File: config.mk
export PLATFORM = sky130hd
export DESIGN_NAME = i2c_role_ctrl
export DESIGN_NICKNAME = d
export VERILOG_FILES = /design/src/rtl/i2c_role_pkg.sv /design/src/rtl/i2c_role_xfer.sv /design/src/rtl/i2c_role_trs.sv /design/src/rtl/i2c_role_mst.sv /design/src/rtl/i2c_role_ctrl.sv
export SDC_FILE = /design/constraint.sdc
export NUM_CORES = 1
export LEC_CHECK = 0
export BUFFER_PORTS_ARGS = -buffer_cell sky130_fd_sc_hd__buf_4
export CORE_AREA = 2 2 39 41
export CTS_CLUSTER_SIZE = 24
export DETAILED_ROUTE_END_ITERATION = 8
export DIE_AREA = 0 0 41 43
export GPL_TIMING_DRIVEN = 0
export PLACE_DENSITY = 0.69
export SLEW_MARGIN = 40
export SYNTH_ARGS = -nofsm -noshare
export SYNTH_HDL_FRONTEND = slang
export SYNTH_HIERARCHICAL = 1
export SYNTH_SLANG_ARGS = --single-unit
File: constraint.sdc
create_clock -name clk -period 2.3 [get_ports clk]
set_input_delay 0.115 -clock clk [delete_from_list [all_inputs] [get_ports clk]]
set_output_delay 0.115 -clock clk [all_outputs]
set_load 0.1 [all_outputs]
File: src/rtl/i2c_role_pkg.sv
package i2c_role_pkg;

    localparam int ROLE_W  = 2;
    localparam int MST_BIT = 1;
    localparam int TRS_BIT = 0;

    typedef enum logic [ROLE_W-1:0] {
        ROLE_SLV_RX = 2'b00,
        ROLE_SLV_TX = 2'b01,
        ROLE_MST_RX = 2'b10,
        ROLE_MST_TX = 2'b11
    } role_e;

    typedef enum logic { XF_IDLE, XF_FRAME } xfer_e;
    typedef enum logic { AP_NONE, AP_WAIT } addr_ph_e;
    typedef enum logic { TP_NONE, TP_HELD } trs_pend_e;
    typedef enum logic [1:0] { MG_FREE, MG_LOCKED, MG_ARMED } mst_gate_e;

endpackage

File: src/rtl/i2c_role_xfer.sv
module i2c_role_xfer
    import i2c_role_pkg::*;
(
    input  logic clk,
    input  logic rst_n,
    input  logic frame_start,
    input  logic ack_done,
    input  logic start_det,
    input  logic rw_valid,
    output logic busy,
    output logic frame_end,
    output logic addr_wait
);

    xfer_e    xf_q, xf_d;
    addr_ph_e ap_q, ap_d;

    always_ff @(posedge clk) begin
        if (!rst_n) begin
            xf_q <= XF_IDLE;
            ap_q <= AP_NONE;
        end else begin
            xf_q <= xf_d;
            ap_q <= ap_d;
        end
    end

    always_comb begin
        xf_d = xf_q;
        unique case (xf_q)
            XF_IDLE:  if (frame_start) xf_d = XF_FRAME;
            XF_FRAME: if (ack_done && !frame_start) xf_d = XF_IDLE;
            default:  xf_d = XF_IDLE;
        endcase
        ap_d = ap_q;
        unique case (ap_q)
            AP_NONE: if (start_det) ap_d = AP_WAIT;
            AP_WAIT: if (rw_valid && !start_det) ap_d = AP_NONE;
            default: ap_d = AP_NONE;
        endcase
    end

    always_comb begin
        busy      = (xf_q == XF_FRAME);
        frame_end = (xf_q == XF_FRAME) && ack_done;
        addr_wait = (ap_q == AP_WAIT);
    end

endmodule

File: src/rtl/i2c_role_trs.sv
module i2c_role_trs
    import i2c_role_pkg::*;
(
    input  logic clk,
    input  logic rst_n,
    input  logic busy,
    input  logic frame_end,
    input  logic arb_hit,
    input  logic auto_hit,
    input  logic auto_val,
    input  logic wr_en,
    input  logic wr_trs,
    output logic trs,
    output logic held
);

    trs_pend_e pend_q, pend_d;
    logic      pval_q, pval_d;
    logic      trs_q, trs_d;

    always_ff @(posedge clk) begin
        if (!rst_n) begin
            pend_q <= TP_NONE;
            pval_q <= 1'b0;
            trs_q  <= 1'b0;
        end else begin
            pend_q <= pend_d;
            pval_q <= pval_d;
            trs_q  <= trs_d;
        end
    end

    always_comb begin
        pend_d = pend_q;
        pval_d = pval_q;
        trs_d  = trs_q;
        if (arb_hit) begin
            trs_d  = 1'b0;
            pend_d = TP_NONE;
        end else if (auto_hit) begin
            trs_d  = auto_val;
            pend_d = TP_NONE;
        end else if (wr_en && (!busy || frame_end)) begin
            trs_d  = wr_trs;
            pend_d = TP_NONE;
        end else if (wr_en) begin
            pend_d = TP_HELD;
            pval_d = wr_trs;
        end else begin
            unique case (pend_q)
                TP_NONE: ;
                TP_HELD: if (frame_end) begin
                    trs_d  = pval_q;
                    pend_d = TP_NONE;
                end
                default: pend_d = TP_NONE;
            endcase
        end
    end

    always_comb begin
        trs  = trs_q;
        held = (pend_q == TP_HELD);
    end

endmodule

File: src/rtl/i2c_role_mst.sv
module i2c_role_mst
    import i2c_role_pkg::*;
(
    input  logic clk,
    input  logic rst_n,
    input  logic arb_hit,
    input  logic wr_en,
    input  logic wr_mst,
    input  logic rd_en,
    output logic mst,
    output logic locked
);

    mst_gate_e gate_q, gate_d;
    logic      mst_q, mst_d;

    always_ff @(posedge clk) begin
        if (!rst_n) begin
            gate_q <= MG_FREE;
            mst_q  <= 1'b0;
        end else begin
            gate_q <= gate_d;
            mst_q  <= mst_d;
        end
    end

    always_comb begin
        gate_d = gate_q;
        mst_d  = mst_q;
        if (arb_hit) begin
            mst_d  = 1'b0;
            gate_d = MG_LOCKED;
        end else begin
            unique case (gate_q)
                MG_FREE: if (wr_en) mst_d = wr_mst;
                MG_LOCKED: begin
                    if (wr_en && !wr_mst) mst_d = 1'b0;
                    if (rd_en && !mst_q)  gate_d = MG_ARMED;
                end
                MG_ARMED: if (wr_en) begin
                    mst_d = wr_mst;
                    if (wr_mst) gate_d = MG_FREE;
                end
                default: gate_d = MG_FREE;
            endcase
        end
    end

    always_comb begin
        mst    = mst_q;
        locked = (gate_q == MG_LOCKED);
    end

endmodule

File: src/rtl/i2c_role_ctrl.sv
module i2c_role_ctrl
    import i2c_role_pkg::*;
(
    input  logic              clk,
    input  logic              rst_n,
    input  logic              cpu_wr_en,
    input  logic [ROLE_W-1:0] cpu_wr_data,
    input  logic              cpu_rd_en,
    output logic [ROLE_W-1:0] cpu_rd_data,
    input  logic              addr_fmt_en,
    input  logic              frame_start,
    input  logic              ack_done,
    input  logic              start_det,
    input  logic              rw_valid,
    input  logic              rw_bit,
    input  logic              arb_lost,
    output logic [ROLE_W-1:0] role_o
);

    logic  busy, frame_end, addr_wait;
    logic  mst, trs, held, mst_locked;
    logic  arb_hit, auto_hit;
    role_e role;

    i2c_role_xfer u_xfer (
        .clk        (clk),
        .rst_n      (rst_n),
        .frame_start(frame_start),
        .ack_done   (ack_done),
        .start_det  (start_det),
        .rw_valid   (rw_valid),
        .busy       (busy),
        .frame_end  (frame_end),
        .addr_wait  (addr_wait)
    );

    always_comb begin
        role     = role_e'({mst, trs});
        arb_hit  = arb_lost && mst;
        auto_hit = rw_valid && addr_wait && addr_fmt_en && (role == ROLE_SLV_RX);
    end

    i2c_role_mst u_mst (
        .clk   (clk),
        .rst_n (rst_n),
        .arb_hit(arb_hit),
        .wr_en (cpu_wr_en),
        .wr_mst(cpu_wr_data[MST_BIT]),
        .rd_en (cpu_rd_en),
        .mst   (mst),
        .locked(mst_locked)
    );

    i2c_role_trs u_trs (
        .clk      (clk),
        .rst_n    (rst_n),
        .busy     (busy),
        .frame_end(frame_end),
        .arb_hit  (arb_hit),
        .auto_hit (auto_hit),
        .auto_val (rw_bit),
        .wr_en    (cpu_wr_en),
        .wr_trs   (cpu_wr_data[TRS_BIT]),
        .trs      (trs),
        .held     (held)
    );

    always_comb begin
        role_o      = role;
        cpu_rd_data = role;
    end

endmodule

# After elaboration in Yosys (flattened, before gate mapping)
# Index checks and enable logic that the tools add are counted.
totals:
  output_inout_bits: 4
  inputBits: 13
  ff_bits: 8
classes:
  reduce_logical: 29
  n_eq_ne: 12
  muxes: 22
  n_bitwise: 7
ops:
  columns: ["op", "count"]
  rows:
  - ["$mux W1", 15]
  - ["$reduce_and A4 Y1", 3]
  - ["$logic_and A1 B1 Y1", 10]
  - ["$not A1 Y1", 7]
  - ["$mux W2", 3]
  - ["$ne A2 B1 Y1 const B", 3]
  - ["$ne A2 B2 Y1 const B", 3]
  - ["$ne A3 B1 Y1 const B", 2]
  - ["$ne A3 B3 Y1 const B", 2]
  - ["$pmux W1 S2", 3]
  - ["$pmux W2 S3", 1]
  - ["$reduce_and A3 Y1", 2]
  - ["$reduce_bool A3 Y1", 2]
  - ["$logic_not A1 Y1", 5]
  - ["$logic_not A2 Y1", 2]
  - ["$reduce_or A2 Y1", 2]
  - ["$reduce_or A4 Y1", 1]
  - ["$eq A2 B1 Y1 const B", 1]
  - ["$eq A2 B2 Y1 const B", 1]
  - ["$reduce_bool A2 Y1", 1]
  - ["$logic_or A1 B1 Y1", 1]

# Depth between registers and ports, before layout
depth:
  ltp_word: 6
  depth_mapped: 5

# Modules after synthesis
# The synthesis kept the hierarchy.
modules_own_cells:
  columns: ["module", "area_per_inst_um2", "cells_each", "seq_area_each_um2", "n_inst"]
  rows:
  - ["i2c_role_trs", 187.7, 20, 60.1, 1]
  - ["i2c_role_mst", 138.9, 17, 60.1, 1]
  - ["i2c_role_xfer", 75.1, 7, 40.0, 1]
  - ["i2c_role_ctrl", 48.8, 7, 0.0, 1]

# Worst setup path after synthesis
# No wires, ideal clock.
synth_path:
  kind: "flip-flop to flip-flop"
  startpoint: "register u_xfer.xf_q, in the netlist u_xfer/busy"
  endpoint: "register u_trs.trs_q, in the netlist u_trs/trs"
  arrival_time_ns: 1.097
  period_less_slack_ns: 1.218
  setup_ns: 0.121
  n_path_buf: 0
  stages_incl_launch_ff: 6
  path_slack_ns: 1.082
  cell_sequence: "dfxtp_1 > and2_2 > nand2b_4 > a31o_1 > o221ai_1 > a21oi_1"
synth_between:
  elab_chain_cells: 5
  elab_cells_between_ends: 10
  classes_between: "1 x eq/ne; 2 x mux; 7 x reduce/logical"
synth_lines:
  columns: ["item", "line_no", "rtl"]
  rows:
  - ["start, declared", "i2c_role_xfer.sv:15", "xfer_e xf_q, xf_d;"]
  - ["start signal, assigned", "i2c_role_xfer.sv:20", "xf_q <= XF_IDLE;"]
  - ["start signal, assigned", "i2c_role_xfer.sv:23", "xf_q <= xf_d;"]
  - ["$logic_and A1 B1 Y1 (*)", "i2c_role_xfer.sv:45", "frame_end = (xf_q == XF_FRAME) && ack_done;"]
  - ["via frame_end", "i2c_role_ctrl.sv:20", "logic busy, frame_end, addr_wait;"]
  - ["$logic_or A1 B1 Y1", "i2c_role_trs.sv:43", "end else if (wr_en && (!busy || frame_end)) begin"]
  - ["$logic_and A1 B1 Y1", "i2c_role_trs.sv:43", null]
  - ["$ne A3 B1 Y1 (no source line) (tied with other cells)", null, null]
  - ["$reduce_and A3 Y1 (no source line) or $mux W1 (tied branches)", null, null]
  - ["end signal, assigned", "i2c_role_trs.sv:29", "trs_q <= trs_d;"]
  - ["end, declared", "i2c_role_trs.sv:19", "logic trs_q, trs_d;"]
# The timed path passes the listed nets; every way through them passes the cells marked *.
# A chain may end at the register's enable or synchronous reset.

# Worst setup path after layout
layout_path:
  startpoint: "register u_trs.trs_q, in the netlist u_trs/trs"
  endpoint: "register u_trs.trs_q, in the netlist u_trs/trs"
layout_between:
  elab_chain_cells: 4
  elab_cells_between_ends: 7
  classes_between: "1 x eq/ne; 1 x mux; 5 x reduce/logical"
layout_lines:
  columns: ["item", "line_no", "rtl"]
  rows:
  - ["$logic_not A2 Y1 (*)", "i2c_role_ctrl.sv:40", "auto_hit = rw_valid && addr_wait && addr_fmt_en && (role == ROLE_SLV_RX);"]
  - ["$logic_and A1 B1 Y1 (*)", "i2c_role_ctrl.sv:40", null]
  - ["via auto_hit", "i2c_role_ctrl.sv:22", "logic arb_hit, auto_hit;"]
  - ["$ne A3 B1 Y1 (no source line) or $reduce_bool A3 Y1 (tied branches)", null, null]
  - ["$reduce_and A3 Y1 (no source line)", null, null]
# Marks and branches as above.

==> impl_results.md <==
- Layout Area Growth over Synthesis: 36.1%
- Area of the mapped netlist: approximately 450 µm²
- Buf/Inv on CP: 1
- # IOs: 17
- Compound-Gate Fraction of Synth Area: about 22%
- Fmax: 754 MHz
- Pwr/cell area: around 580 mW/mm²
- Die Footprint: between 0.0015 and 0.002 mm²
- Clock Sink Count: 8
- Yosys top cell area share: between 30% and 40%
- WL final: around 900 µm
- Least-Margin Pin Slew: around 0.38 ns
- Clock Pin Slew Worst Setup and Hold Paths: about 0.06 ns
- Iteration-0 DRC Markers: 7
- DR vias: slightly above 400
- CP peak stage delay: between 0.3 and 0.4 ns
- Seq/Total Area, Yosys: 35.6%
- Area leader, netlist: dfxtp_1
- Worst path cell trace: nand4b_1 > nor2_1 > inv_1 > o221ai_1 > a21oi_1
- Max transition margin: between 70% and 80%
- Clk_lat worst skew: between 0.2 and 0.3 ns
- Worst Reg2Reg Path Length in Cells: 5
- Diode count: 0
- Hold Path End: u_xfer/addr_wait$_SDFF_PN0_
- Final ANT Viol Nets: 0
- Core area: ~0.0014 mm²
- H-tree depth: 1
- WHS: around 0.053 ns
- RePlAce Congestion: roughly 0.75
- Final hold viol count: 0
- Via density: around 4.8
- Hold depth: 2
- Routed len/inst: ~11 µm
- Most frequent cells in the layout: buf_4 (20), dfxtp_1 (8), nor2b_1 (5)
- Most common cell after layout, fill and taps aside: buf_4
- Die width: just over 40 µm
- Peak supply drop: between 0.2 and 0.25 mV
- Syn Nets: between 60 and 70
- FP Rows: 14
- Crit-path max FO: 6
- Final WS setup: between 0.9 and 1 ns
- Grt total ovfl: 0
- RR Startpoint: u_trs/trs$_SDFFE_PP0P_
- Top Family by Delay on Critical Path: simple AND/OR/NAND/NOR gates
- All-layer global routing usage: between 10% and 20%
- Avg Cell Area, Syn: ~8.8 µm²
- CTS Hold Buffers Added: 0
- Clock skew: approximately 0.012 ns
- Cts bufs inserted: 3
- Crit. End Element: register
- Hpwl dp: about 700 µm
- Drt first pass iters: 4
- Final Max Slew Viols: 0
- DRC: 0
- Top area cells in the synthesized netlist: dfxtp_1 (36%), nor2b_1 (6.9%), buf_4 (6.7%)
- Final nets: 85
- First-pass GRT wire length: roughly 1400 µm
- Crit share post-route: between 50% and 60%
- Post-synthesis simple-gate area fraction: 30.6%
- Status: completed
- Setup-failing EPs final: 0
- Critical Setup Path Class: register to register
- XOR/XNOR Fraction of Synth Area: 0%
- Largest net degree at the start of global routing: 9
- Cells after Synth: 51
- Largest family of logic cells by synthesized area: simple AND/OR/NAND/NOR gates
- Static Leak: around 0.27 nW
- Hold WC Path Type: input pin to register
- Reg-to-reg slack, setup: between 0.9 and 1 ns
- MaxCap Viol Count: 0
- RSZ-0062 raised after global routing: false
- Worst R2R End: u_trs/trs$_SDFFE_PP0P_
- Crit path launch type: register
- Vias in the first global route: roughly 340
- Setup repair bufs after CTS: 0
- Initial antenna violation count: 0
- Mux cell area share after synthesis: under 10%
- HP Start: start_det
- Initial Util: between 30% and 40%
- Yosys reg bits: 8
- Worst path required time: 2.46 ns
- Post-Synth Adder-Cell Area: 0%
- Count of cell types in the netlist: 26
- Layout cell share with drive strength beyond 1: 38.6%
- TritonCTS clock tree: done
- Place WS: ~0.98 ns
- TNS Setup: 0 ns
- CTS-repair resized insts: 0
- CP max-delay cell: dfxtp_1
- Critical Path AT: around 1.5 ns
- CTS root buf: clkbuf_4
- Die height: between 40 and 50 µm
- Fillers: about 150
- Period minus WS final: 1.33 ns
- Maximum clock path buffer count: 2
- Yosys warning total: 6
- I/O Buffers: 16
routing by layer:
layer	wire length [µm]	share of wire, %	up-vias	GRT usage (%)
met4	37	4.1	0	14.0
met5	0	0	-	0
met2	406	45	16	14.1
met1	365	40	178	17.5
li1	-	-	217	-
met3	94	10	4	9.95
per-stage QoR:
stage                     instance area, µm²  std cells  power [mW]  util [%]
after floorplan                          450         51       0.221         -
after global placement                   591         83       0.250      42.7
after detailed placement                 591         83       0.251      42.7
after CTS                                613         86       0.363      44.3
after global routing                     613         86       0.380      44.3
final                                    613         86       0.359      44.3
how the worst max path moves through the flow:
stage	from	to	slack, ns	cells past startpoint
floorplan	u_xfer/busy$_SDFF_PN0_	u_trs/trs$_SDFFE_PP0P_	1.08	5
global placement	u_trs/trs$_SDFFE_PP0P_	u_trs/trs$_SDFFE_PP0P_	1.0	5
detailed placement	u_trs/trs$_SDFFE_PP0P_	u_trs/trs$_SDFFE_PP0P_	0.98	5
CTS	u_trs/trs$_SDFFE_PP0P_	u_trs/trs$_SDFFE_PP0P_	0.96	5
global route	u_trs/trs$_SDFFE_PP0P_	u_trs/trs$_SDFFE_PP0P_	0.86	5
finish	u_trs/trs$_SDFFE_PP0P_	u_trs/trs$_SDFFE_PP0P_	0.97	5
cells in the mapped netlist:
cell	instances
a31o_1	1
and2_2	1
nand4b_1	1
nor2b_1	5
a211oi_1	1
nor2_1	1
a2111oi_1	1
o21a_1	2
a21boi_0	1
or3_1	1
a21oi_1	4
mux2i_1	1
nand2b_1	3
a21oi_2	1
or2b_1	1
a21o_1	2
nor3_1	1
nand2b_4	1
dfxtp_1	8
nor4_2	1
nand2_1	3
o221ai_1	1
and2_1	1
inv_1	3
nand3_1	1
buf_4	4
state kept, by name, indices dropped and copies added (netlist names):
name              count
u_mst/gate_q          2
u_mst/mst             1
u_trs/held            1
u_trs/pval_q          1
u_trs/trs             1
u_xfer/addr_wait      1
u_xfer/busy           1
layout make-up:
class                           instances  area, µm²  share of cell area, %
Clock buffer                            3       22.5                   3.67
Sequential cell                         8        160                   26.1
Multi-Input combinational cell         36        249                   40.6
Timing Repair Buffer                   16        120                   19.6
Buffer                                  4       30.0                   4.90
Tap cell                               16       20.0                   3.27
Inverter                                3       11.3                   1.84
power breakdown:
| part | leakage [nW] | switching [mW] | internal, mW |
|---|---|---|---|
| clock | 0.0138 | 0.0506 | 0.0599 |
| combinational | 0.189 | 0.0555 | 0.0406 |
| sequential | 0.0656 | 0.00606 | 0.146 |
logic make-up after synthesis:
| family | after synthesis |
|---|---|
| buffers and inverters | 7 |
| AND/OR/NAND/NOR | 21 |
| multiplexers | 1 |
| AO/OA/AOI/OAI | 14 |
| flip-flops | 8 |
(Power assumes the default switching activity.)
